## src/rtl/phy_mgmt_pkg.sv

```systemverilog
package phy_mgmt_pkg;
  localparam int REG_W      = 16;
  // command word field positions
  localparam int CMD_BUSY   = 0;
  localparam int CMD_WRITE  = 1;
  localparam int CMD_IDX_LO = 4;
  localparam int CMD_PHY_LO = 12;
  // register indices
  localparam logic [3:0] IDX_CTRL = 4'd0;
  localparam logic [3:0] IDX_STAT = 4'd1;
  localparam logic [3:0] IDX_ID_H = 4'd2;
  localparam logic [3:0] IDX_ID_L = 4'd3;
  localparam logic [3:0] IDX_ADV  = 4'd4;
  localparam logic [3:0] IDX_LP   = 4'd5;
  // fixed values
  localparam logic [REG_W-1:0] CTRL_DEFAULT = 16'h3100;
  localparam logic [REG_W-1:0] CTRL_KEEP    = 16'h7DFF;  // bits 15 and 9 dropped
  localparam int               CTRL_RST_BIT = 15;
  localparam logic [REG_W-1:0] STAT_FIXED   = 16'hFE28;
  localparam int               STAT_LINK    = 2;
  localparam logic [REG_W-1:0] ID_HIGH      = 16'h0044;
  localparam logic [REG_W-1:0] ID_LOW       = 16'h1400;
  localparam logic [REG_W-1:0] LP_ABILITY   = 16'h0DE0;
endpackage

```

## src/rtl/phy_regfile.sv

```systemverilog
module phy_regfile
  import phy_mgmt_pkg::*;
#(
  parameter int IDX_W = 4
) (
  input  logic             clk,
  input  logic             rst,
  input  logic             do_write,
  input  logic [IDX_W-1:0] reg_idx,
  input  logic [REG_W-1:0] wr_val,
  output logic [REG_W-1:0] ctrl_q,
  output logic [REG_W-1:0] adv_q
);
  always_ff @(posedge clk) begin
    if (rst) begin
      ctrl_q <= CTRL_DEFAULT;
      adv_q  <= '0;
    end else if (do_write) begin
      if (reg_idx == IDX_W'(IDX_CTRL)) begin
        if (wr_val[CTRL_RST_BIT]) begin
          ctrl_q <= CTRL_DEFAULT;
          adv_q  <= '0;
        end else begin
          ctrl_q <= wr_val & CTRL_KEEP;
        end
      end else if (reg_idx == IDX_W'(IDX_ADV)) begin
        adv_q <= wr_val;
      end
    end
  end
endmodule

```

## config.mk

```make
export PLATFORM = sky130hd
export DESIGN_NAME = phy_regfile
export DESIGN_NICKNAME = d
export VERILOG_FILES = /design/src/rtl/phy_mgmt_pkg.sv /design/src/rtl/phy_regfile.sv
export SDC_FILE = /design/constraint.sdc
export NUM_CORES = 1
export LEC_CHECK = 0
export ABC_AREA = 1
export ABC_CLOCK_PERIOD_IN_PS = 1850
export CORE_MARGIN = 4
export CORE_UTILIZATION = 35
export CTS_BUF_LIST = sky130_fd_sc_hd__clkbuf_4
export CTS_CLUSTER_DIAMETER = 150
export DETAILED_ROUTE_END_ITERATION = 10
export PLACE_DENSITY = 0.66
export SLEW_MARGIN = 5
export SYNTH_ARGS = -nofsm -noshare
export SYNTH_HDL_FRONTEND = slang
export SYNTH_SLANG_ARGS = --single-unit
```

## constraint.sdc

```tcl
create_clock -name clk -period 1.85 [get_ports clk]
set_clock_uncertainty 0.05 [all_clocks]
set_input_delay 0.2775 -clock clk [delete_from_list [all_inputs] [get_ports clk]]
set_output_delay 0.2775 -clock clk [all_outputs]
set_load 0.005 [all_outputs]
```

==> results.md, run 1 <==
- Worst r2r src: ctrl_q[14]
- Worst vdd ir: 253 uV
- CP top delay family: buffers and inverters
- Fin crit share: 0.826
- Required @ worst endpoint: 1520 ps
- # resized after CTS: 0
- Count of different cell masters after synthesis: 17
- First-pass GRT wire length: 5.43 mm
- Outcome: finished clean
- Post-Route WL: 3.36 mm
- CTS sink count: 30
- CTS buffer count: 5
- Reg2Reg Capture Point: ctrl_q[14]
- Core ar.: 4060 sq um
- Max FO, Critical Path: 2
- Tot Pwr: 1.22 mW
- Post-route ant nets: 0
- Final hold slack: 442 ps
- FF/Latch Area: 601 sq um
- Hold-fix buffers, CTS: 0
- Antenna cells: 0
- Critical Path End Type: output pin
- CTS tree: done
- Max Buffers Root-to-Sink: 2
- Port bufs: 52
- Clock transition at the registers of the reported paths: 90 ps
- DIE HEIGHT: 73.1 um
- Router iterations before antenna repair: 4
- Final HPWL DP: 2.41 mm
- Pin count of the biggest net entering global routing: 31
- Worst Path Arrival: 1200 ps
- Post-CTS Repair Setup Buffers: 0
- Vias in the first global route: 1288
- Chip width: 73.1 um
- Worst path cell trace: clkdlybuf4s50_1
- CP startpoint kind: register
- Via Count: 1414
- Root buffer cell: clkbuf_4
- Htree depth: 2
- Layout Nets: 315
- Fillcell total: 426
- Crit Path Category: reg2out
- Worst Reg-to-Reg Cells: 4
- Post-route minimum period: 1530 ps
- Final setup fails: 0
- GP Congestion: 0.810
- Leakage power: 1.08 nW
- Die area: 5340 sq um
- 1st-iter DRT viols: 66
- Footprint of the multi-input gates: 613 sq um
- Initial antenna violation count: 0
- Hold path depth: 2
- WL/cell: 9.80 um
- Slowest stage delay, CP: 510 ps
- R2R setup slack: 1150 ps
- Placed cell area: 2020 sq um
- Max Slew Vio Count: 0
- DRC viols: 0
- Fmax: 0.654 GHz
- Placed Cells: 335
- I/O pins: 55
- Yosys reg bits: 30
- Worst hold endpoint: ctrl_q[13]
- Number of non-filler instances in the completed layout: 343
- Endpoints failing hold: 0
- Cell Area, Synth: 1480 sq um
- Share of cells above drive strength 1: 0.0546
- Cell Pwr Density: 589 nW/um^2
- Clock Latency Late Sink: 320 ps
- Syn Inst Count: 240
- RSZ-0062 raised after global routing: false
- Max_cap viols: 0
- Post-Syn Area per Cell: 6.18 sq um
- Vias per cell: 4.12
- Worst setup startpoint: ctrl_q[8]
- Total grt overflow: 0
- P&R area growth vs syn: 39.4%
- Starting Density: 0.365
- CP Buf/Inv Count: 1
- CP max stage cell: clkdlybuf4s50_1
- Row cnt: 23
- Seq/Total Area, Yosys: 0.405
- Total track usage: 0.134
- Design Area, Final: 2070 sq um
- Warnings, synthesis: 0
- Hold wc startpoint: ctrl_q[13]
- Fin Setup TNS: 0 ps
- Hold Crit Class: reg2reg
how the worst max path moves through the flow:
stage	cells after the start	end	slack [ps]
3_3_place_gp	8	adv_q[0]	210
3_5_place_dp	7	adv_q[10]	190
4_1_cts	1	adv_q[2]	310
2_1_floorplan	5	ctrl_q[6]	800
5_1_grt	1	adv_q[10]	250
6_report	1	ctrl_q[8]	320
registers in the layout, summed over array words and instances, names as in the netlist:
signal  flops
adv_q      16
ctrl_q     14
synthesized netlist by cell type, drive strengths merged:
cell type,number,area share
nor2,60,0.16
buf,11,0.052
dfxtp,30,0.41
inv,51,0.13
nand3,7,0.035
a21oi,11,0.037
conb,1,0.0025
clkbuf,1,0.0025
nand2,68,0.17
layer usage:
metal | GRT usage | wire length [um] | vias to the layer above
met3 | 0.0551 | 240 | 6
li1 | - | - | 778
met5 | 0 | 0 | -
met2 | 0.208 | 1440 | 43
met4 | 0.0512 | 61 | 0
met1 | 0.166 | 1620 | 587
through the flow:
| step | utilization | setup slack [ps] |
|---|---|---|
| 6_report | 0.509 | 321 |
| 5_1_grt | 0.509 | 251 |
| 3_3_place_gp | 0.497 | 213 |
| 3_5_place_dp | 0.497 | 194 |
| 4_1_cts | 0.509 | 306 |
| 2_1_floorplan | - | 797 |
report_power, final:
group | internal (mW) | switching (mW)
registers | 0.663 | 0.00845
clock network | 0.135 | 0.216
logic | 0.103 | 0.0919
area by class of cell:
| type | instances | area share |
|---|---|---|
| sequential | 30 | 0.291 |
| timing repair buffer | 56 | 0.266 |
| tap | 50 | 0.0303 |
| multi-input combinational | 148 | 0.297 |
| clock buffer | 5 | 0.0182 |
| clock inverter | 3 | 0.00545 |
| inverter | 51 | 0.0926 |
layout by cell type (no fill, tap or decap):
| cell type | instances |
|---|---|
| a21oi_1 | 11 |
| buf_4 | 4 |
| clkbuf_4 | 5 |
| clkdlybuf4s50_1 | 52 |
| clkinv_1 | 3 |
| conb_1 | 2 |
| dfxtp_1 | 30 |
| inv_1 | 49 |
| inv_2 | 2 |
| nand2_1 | 68 |
| nand3_1 | 5 |
| nand3_2 | 1 |
| nand3_4 | 1 |
| nor2_1 | 57 |
| nor2_2 | 1 |
| nor2_4 | 2 |
logic make-up after synthesis:
| family | share of synthesized area |
|---|---|
| compound gates | 0.0371 |
| buf+inv | 0.184 |
| flops | 0.405 |
| other cells | 0.00253 |
| simple gates | 0.371 |
Power figures use the tool's default switching activity.
==> run 2, diff against run 1 <==
--- a/config.mk
+++ b/config.mk
@@ -6,13 +6,13 @@
 export NUM_CORES = 1
 export LEC_CHECK = 0
 export ABC_AREA = 1
-export ABC_CLOCK_PERIOD_IN_PS = 1850
+export ABC_CLOCK_PERIOD_IN_PS = 1300
 export CORE_MARGIN = 4
 export CORE_UTILIZATION = 35
 export CTS_BUF_LIST = sky130_fd_sc_hd__clkbuf_4
 export CTS_CLUSTER_DIAMETER = 150
 export DETAILED_ROUTE_END_ITERATION = 10
-export PLACE_DENSITY = 0.66
+export PLACE_DENSITY = 0.68
 export SLEW_MARGIN = 5
 export SYNTH_ARGS = -nofsm -noshare
 export SYNTH_HDL_FRONTEND = slang
==> constraint.sdc (replaced) <==
create_clock -name clk -period 1.3 [get_ports clk]
set_clock_uncertainty 0.05 [all_clocks]
set_input_delay 0.195 -clock clk [delete_from_list [all_inputs] [get_ports clk]]
set_output_delay 0.195 -clock clk [all_outputs]
set_load 0.005 [all_outputs]
==> run 2 against run 1 <==
  * Global-route usage grew 1.3 points
  * Clock-buffer cell count grew 1
  * Non-clock buffer count grew 3
  * Hold slack lost 22 ps
  * Critical path depth grew 5
==> results.md, run 2 (same netlist as run 1, synthesis figures left out) <==
- Critical Path End Type: register
- Reg with most FFs: adv_q
- Largest regs: adv_q (16), ctrl_q (14)
- Post-CTS Repair Setup Buffers: 0 (unchanged)
- Max Slew Vio Count: 0 (unchanged)
- Commonest non-fill, non-tap cell in the layout: nand2_1
- Hold-fix buffers, CTS: 0 (unchanged)
- Flop pwr share: 0.535 (-0.016)
- R2R setup slack: 620 ps (-530 ps)
- DRC viols: 0 (unchanged)
- Crit Path Category: in2reg
- Logic pwr share: 0.159 (about the same)
- Core ar.: 4060 sq um (unchanged)
- Worst r2r src: ctrl_q[3]
- Port bufs: 52 (unchanged)
- Sw Pwr: 478 uW (+51%)
- Max_cap viols: 0 (unchanged)
- DP Worst Slack: -262 ps (-455 ps)
- Worst Reg-to-Reg Cells: 4 (unchanged)
- Max Buffers Root-to-Sink: 2 (unchanged)
- Root buffer cell: clkbuf_4
- Post-route minimum period: 1200 ps
- Row cnt: 23 (unchanged)
- Placed Cells: 338 (+0.90%)
- Max reg flops: 16 (unchanged)
- Layout Nets: 319 (+1.3%)
- Clock power share: 0.306 (+0.017)
- DIE HEIGHT: 73.1 um (unchanged)
- CTS buffer count: 5 (unchanged)
- Endpoints failing hold: 0 (unchanged)
- Fmax: 0.834 GHz
- Worst setup startpoint: reg_idx[3]
- Final HPWL DP: 2.53 mm (+5.2%)
- Antenna cells: 0 (unchanged)
- Starting Density: 0.365 (unchanged)
- Htree depth: 2 (unchanged)
- First-pass GRT wire length: 6.09 mm (+12%)
- Initial antenna violation count: 0 (unchanged)
- Pint: 1.31 mW (+46%)
- Worst vdd ir: 561 uV (+120%)
- Required @ worst endpoint: 1490 ps (-30 ps)
- Hold Crit Class: reg2reg
- Highest-count cells in the layout ignoring fill and taps: nand2_1 (68), nor2_1 (57), inv_1 (49), dlygate4sd2_1 (30), clkdlybuf4s50_1 (22)
- Outcome: finished clean
- Clock Latency Late Sink: 340 ps (+20 ps)
- Total track usage: 0.147 (+0.0129)
- I/O pins: 55 (unchanged)
- Final setup fails: 0 (unchanged)
- Reg2Reg Capture Point: ctrl_q[3]
- CP startpoint kind: input pin
- Post-Route WL: 3.80 mm (+13%)
- Cell Pwr Density: 840 nW/um^2 (+43%)
- Number of non-filler instances in the completed layout: 347 (+1.2%)
- Router iterations before antenna repair: 4 (unchanged)
- Crit path to: adv_q[3]
- Die area: 5340 sq um (unchanged)
- CTS tree: done
- Pin count of the biggest net entering global routing: 31 (unchanged)
- P&R area growth vs syn: 43.7%
- Tot Pwr: 1.79 mW (+47%)
- RSZ-0062 raised after global routing: false
- Vias in the first global route: 1412 (+9.6%)
- Final WS setup: 100 ps (-221 ps)
- 1st-iter DRT viols: 101 (+53%)
- CTS sink count: 30 (unchanged)
- Fin crit share: 0.923
- Max FO, Critical Path: 14 (+12)
- Share of cells above drive strength 1: 0.145 (+0.0902)
- Leakage power: 1.24 nW (+15%)
- Chip width: 73.1 um (unchanged)
- Total grt overflow: 0 (unchanged)
- Worst Path Arrival: 1390 ps (+190 ps)
- Via Count: 1489 (+5.3%)
- GP Congestion: 0.848 (+4.8%)
- WL/cell: 10.9 um (+12%)
- Sw Share: 0.267 (+0.00666)
- Clock transition at the registers of the reported paths: 100 ps (about the same)
- Post-route ant nets: 0 (unchanged)
- Vias per cell: 4.29 (+4.1%)
run 2: cell count changes in the layout (fill, tap and decap cells not counted), sizes merged:
cell / delta
buf: +3
clkbuf: +1
clkdlybuf4s50: -30
clkinv: -1
dlygate4sd2: +30
nand3: +1
run 2: worst min path at each step:
stage | slack [ps] | end | startpoint | cells after the start
floorplan | 290 | ctrl_q[6] | wr_val[6] | 2
global placement | 420 | ctrl_q[12] | ctrl_q[12] | 2
detailed placement | 400 | ctrl_q[12] | ctrl_q[12] | 2
CTS | 420 | ctrl_q[12] | ctrl_q[12] | 2
global route | 450 | ctrl_q[12] | ctrl_q[12] | 2
finish | 420 | ctrl_q[12] | ctrl_q[12] | 2
run 2: timing repair:
action / in CTS / in global routing
pin swaps: 0 / 1
gates cloned: 0 / 1
endpoints found under the setup margin: 30 / 10
resized for setup: 51 / 2
run 2: power groups by stage:
stage | Sequential (mW) | Combinational [mW] | Clock, mW
floorplan | 0.979 | 0.130 | 0
global placement | 0.977 | 0.292 | 0
detailed placement | 0.977 | 0.295 | 0
CTS | 0.958 | 0.281 | 0.561
global route | 0.961 | 0.321 | 0.600
finish | 0.958 | 0.285 | 0.547
run 2: critical path, cell delays in order:
cell and delay (ps):
clkdlybuf4s50_1 510, nor2_4 220, buf_4 240, nor2_1 60, nor2_1 110, nor2_1 50
run 2: through the flow:
step	TNS, ps	hold WS, ps	cell area, sq um	util
6_report	0	420	2130	0.525
5_1_grt	0	447	2130	0.525
2_1_floorplan	0	286	1490	-
4_1_cts	0	424	2110	0.520
3_3_place_gp	-6010	419	2070	0.509
3_5_place_dp	-6430	405	2070	0.509
run 2: cell type report:
type / count / area [sq um]
sequential: 30 / 627
inverter: 51 / 191
timing repair buffer: 59 / 561
tap: 50 / 62.6
clock inverter: 2 / 8.76
fill: 431 / 1930
clock buffer: 6 / 45.0
multi-input combinational: 149 / 636
run 2: routing by layer:
metal	track usage	wire length [um]	vias up
li1	-	-	792
met1	0.186	1850	645
met2	0.234	1670	46
met3	0.0482	225	6
met4	0.0512	54	0
met5	0	0	-
==> run 3, diff against run 2 <==
--- a/config.mk
+++ b/config.mk
@@ -7,6 +7,7 @@
 export LEC_CHECK = 0
 export ABC_AREA = 1
 export ABC_CLOCK_PERIOD_IN_PS = 1300
+export CORE_ASPECT_RATIO = 1.5
 export CORE_MARGIN = 4
 export CORE_UTILIZATION = 35
 export CTS_BUF_LIST = sky130_fd_sc_hd__clkbuf_4
==> run 3 against run 2 <==
  * Flip-flop and latch count is the same
  * Critical endpoint is now adv_q[13]
  * Die area grew 0.40%
  * Non-clock buffer count is the same
  * Largest cell class unchanged
  * Largest power group unchanged
  * Clock-buffer cell count grew 1
  * Sequential share of layout area is essentially flat
  * Final cell count shrank 1.7%
  * First-iteration DRC count shrank 45%
  * Core utilization grew 0.096 points
==> results.md, run 3 (same netlist as run 1, synthesis figures left out) <==
- Outcome: finished clean
- Logic pwr share: 0.158 (about the same)
- First-pass GRT wire length: 5.89 mm (-3.2%)
- CTS tree: done
- Antenna cells: 0 (unchanged)
- Initial antenna violation count: 0 (unchanged)
- Largest regs: adv_q (16), ctrl_q (14)
- Max Buffers Root-to-Sink: 2 (unchanged)
- Share of cells above drive strength 1: 0.135 (-0.00965)
- CP startpoint kind: input pin
- Pin count of the biggest net entering global routing: 31 (unchanged)
- Cell Pwr Density: 846 nW/um^2 (+0.66%)
- Post-Route WL: 3.63 mm (-4.5%)
- Leakage power: 1.24 nW (-0.19%)
- Worst Path Arrival: 1380 ps (about the same)
- Sw Pwr: 459 uW (-4.0%)
- 1st-iter DRT viols: 56 (-45%)
- Post-CTS Repair Setup Buffers: 0 (unchanged)
- Post-route ant nets: 0 (unchanged)
- Final HPWL DP: 2.50 mm (-1.3%)
- Fin crit share: 0.928 (+0.00498)
- Worst vdd ir: 538 uV (-4.1%)
- Hold-fix buffers, CTS: 0 (unchanged)
- Max reg flops: 16 (unchanged)
- Via Count: 1421 (-4.6%)
- Total grt overflow: 0 (unchanged)
- Row cnt: 28 (+22%)
- Placed cell area: 2060 sq um (-0.30%)
- Critical Path End Type: register
- Required @ worst endpoint: 1480 ps (about the same)
- Router iterations before antenna repair: 4 (unchanged)
- Vias in the first global route: 1400 (-0.85%)
- Sw Share: 0.256 (-0.0109)
- Commonest non-fill, non-tap cell in the layout: nand2_1
- Die area: 5360 sq um (+0.40%)
- P&R area growth vs syn: 43.0%
- CTS buffer count: 5 (unchanged)
- Design Area, Final: 2120 sq um (-0.53%)
- RSZ-0062 raised after global routing: false
- Total track usage: 0.145 (-0.00257)
- Reg with most FFs: adv_q
- Starting Density: 0.368 (+0.00261)
- Fmax: 0.829 GHz (-0.54%)
- Pint: 1.33 mW (+1.6%)
- Core ar.: 4030 sq um (-0.71%)
- Hold Crit Class: reg2reg
- GP Congestion: 0.794 (-6.4%)
- Vias per cell: 4.17 (-2.9%)
- Highest-count cells in the layout ignoring fill and taps: nand2_1 (68), nor2_1 (57), inv_1 (49), dlygate4sd2_1 (30), clkdlybuf4s50_1 (22)
- Max Slew Vio Count: 0 (unchanged)
- R2R setup slack: 620 ps (about the same)
- Chip width: 61.1 um (-16%)
- Clock power share: 0.308 (+0.002)
- DRC viols: 0 (unchanged)
- Endpoints failing hold: 0 (unchanged)
- Max_cap viols: 0 (unchanged)
- I/O pins: 55 (unchanged)
- Post-route minimum period: 1210 ps (+6.48 ps)
- Flop pwr share: 0.534 (about the same)
- Fillcell total: 421 (-2.3%)
- Max FO, Critical Path: 14 (unchanged)
- DIE HEIGHT: 87.7 um (+20%)
- Port bufs: 52 (unchanged)
- WL/cell: 10.6 um (-2.8%)
- Number of non-filler instances in the completed layout: 341 (-1.7%)
- Final setup fails: 0 (unchanged)
- Layout Nets: 319 (unchanged)
- Placed Cells: 333 (-1.5%)
- Htree depth: 2 (unchanged)
- Root buffer cell: clkbuf_4
- Crit Path Category: in2reg
- CTS sink count: 30 (unchanged)
- Clock transition at the registers of the reported paths: 90 ps (about the same)
- Clock Latency Late Sink: 330 ps (about the same)
## run 3: what timing repair did
action                                  in CTS  in global routing
cloned                                       0                  1
pin swaps                                    0                  1
gates resized for setup                     48                  2
endpoints found under the setup margin      30                  8
## run 3: power groups by stage
stage / Sequential, mW / Clock (mW) / Combinational [mW]
finish: 0.957 / 0.552 / 0.283
global route: 0.961 / 0.614 / 0.317
CTS: 0.957 / 0.571 / 0.277
detailed placement: 0.977 / 0 / 0.291
global placement: 0.977 / 0 / 0.290
floorplan: 0.979 / 0 / 0.130
## run 3: metrics by stage
step / utilization / setup TNS, ps / power (mW) / setup WS (ps) / hold WS [ps]
after global routing: 0.526 / 0 / 1.89 / 2.90 / 444
after global placement: 0.511 / -5820 / 1.27 / -222 / 434
after floorplan: - / 0 / 1.11 / 329 / 286
after CTS: 0.520 / 0 / 1.81 / 81.6 / 430
after detailed placement: 0.511 / -6280 / 1.27 / -257 / 427
final: 0.526 / 0 / 1.79 / 93.9 / 426
## run 3: path summary, 6_finish.rpt
path                                 start    endpoint  cells after the start
worst min register to register  ctrl_q[12]  ctrl_q[12]                      2
worst min-delay path            ctrl_q[12]  ctrl_q[12]                      2
worst max register to register   ctrl_q[5]   ctrl_q[5]                      4
worst max-delay path            reg_idx[3]   adv_q[13]                      6
## run 3: worst max-delay path, cell delays in order
cell and delay, ps:
clkdlybuf4s50_1 510, nor2_4 220, buf_4 230, nor2_1 60, nor2_1 110, nor2_1 50
## run 3: area by class of cell
| class | instances | area, sq um | share of cell area |
|---|---|---|---|
| tap | 45 | 56.3 | 0.0266 |
| inverter | 51 | 191 | 0.0903 |
| multi-input combinational | 149 | 636 | 0.300 |
| timing repair buffer | 59 | 561 | 0.264 |
| clock buffer | 7 | 52.6 | 0.0248 |
| sequential | 30 | 623 | 0.294 |
## run 3: per-layer routing
layer / up-vias / track usage / share of wire
li1: 789 / - / -
met1: 601 / 0.171 / 0.44
met3: 4 / 0.0383 / 0.045
met2: 27 / 0.234 / 0.50
met4: 0 / 0.0730 / 0.022
met5: - / 0 / 0
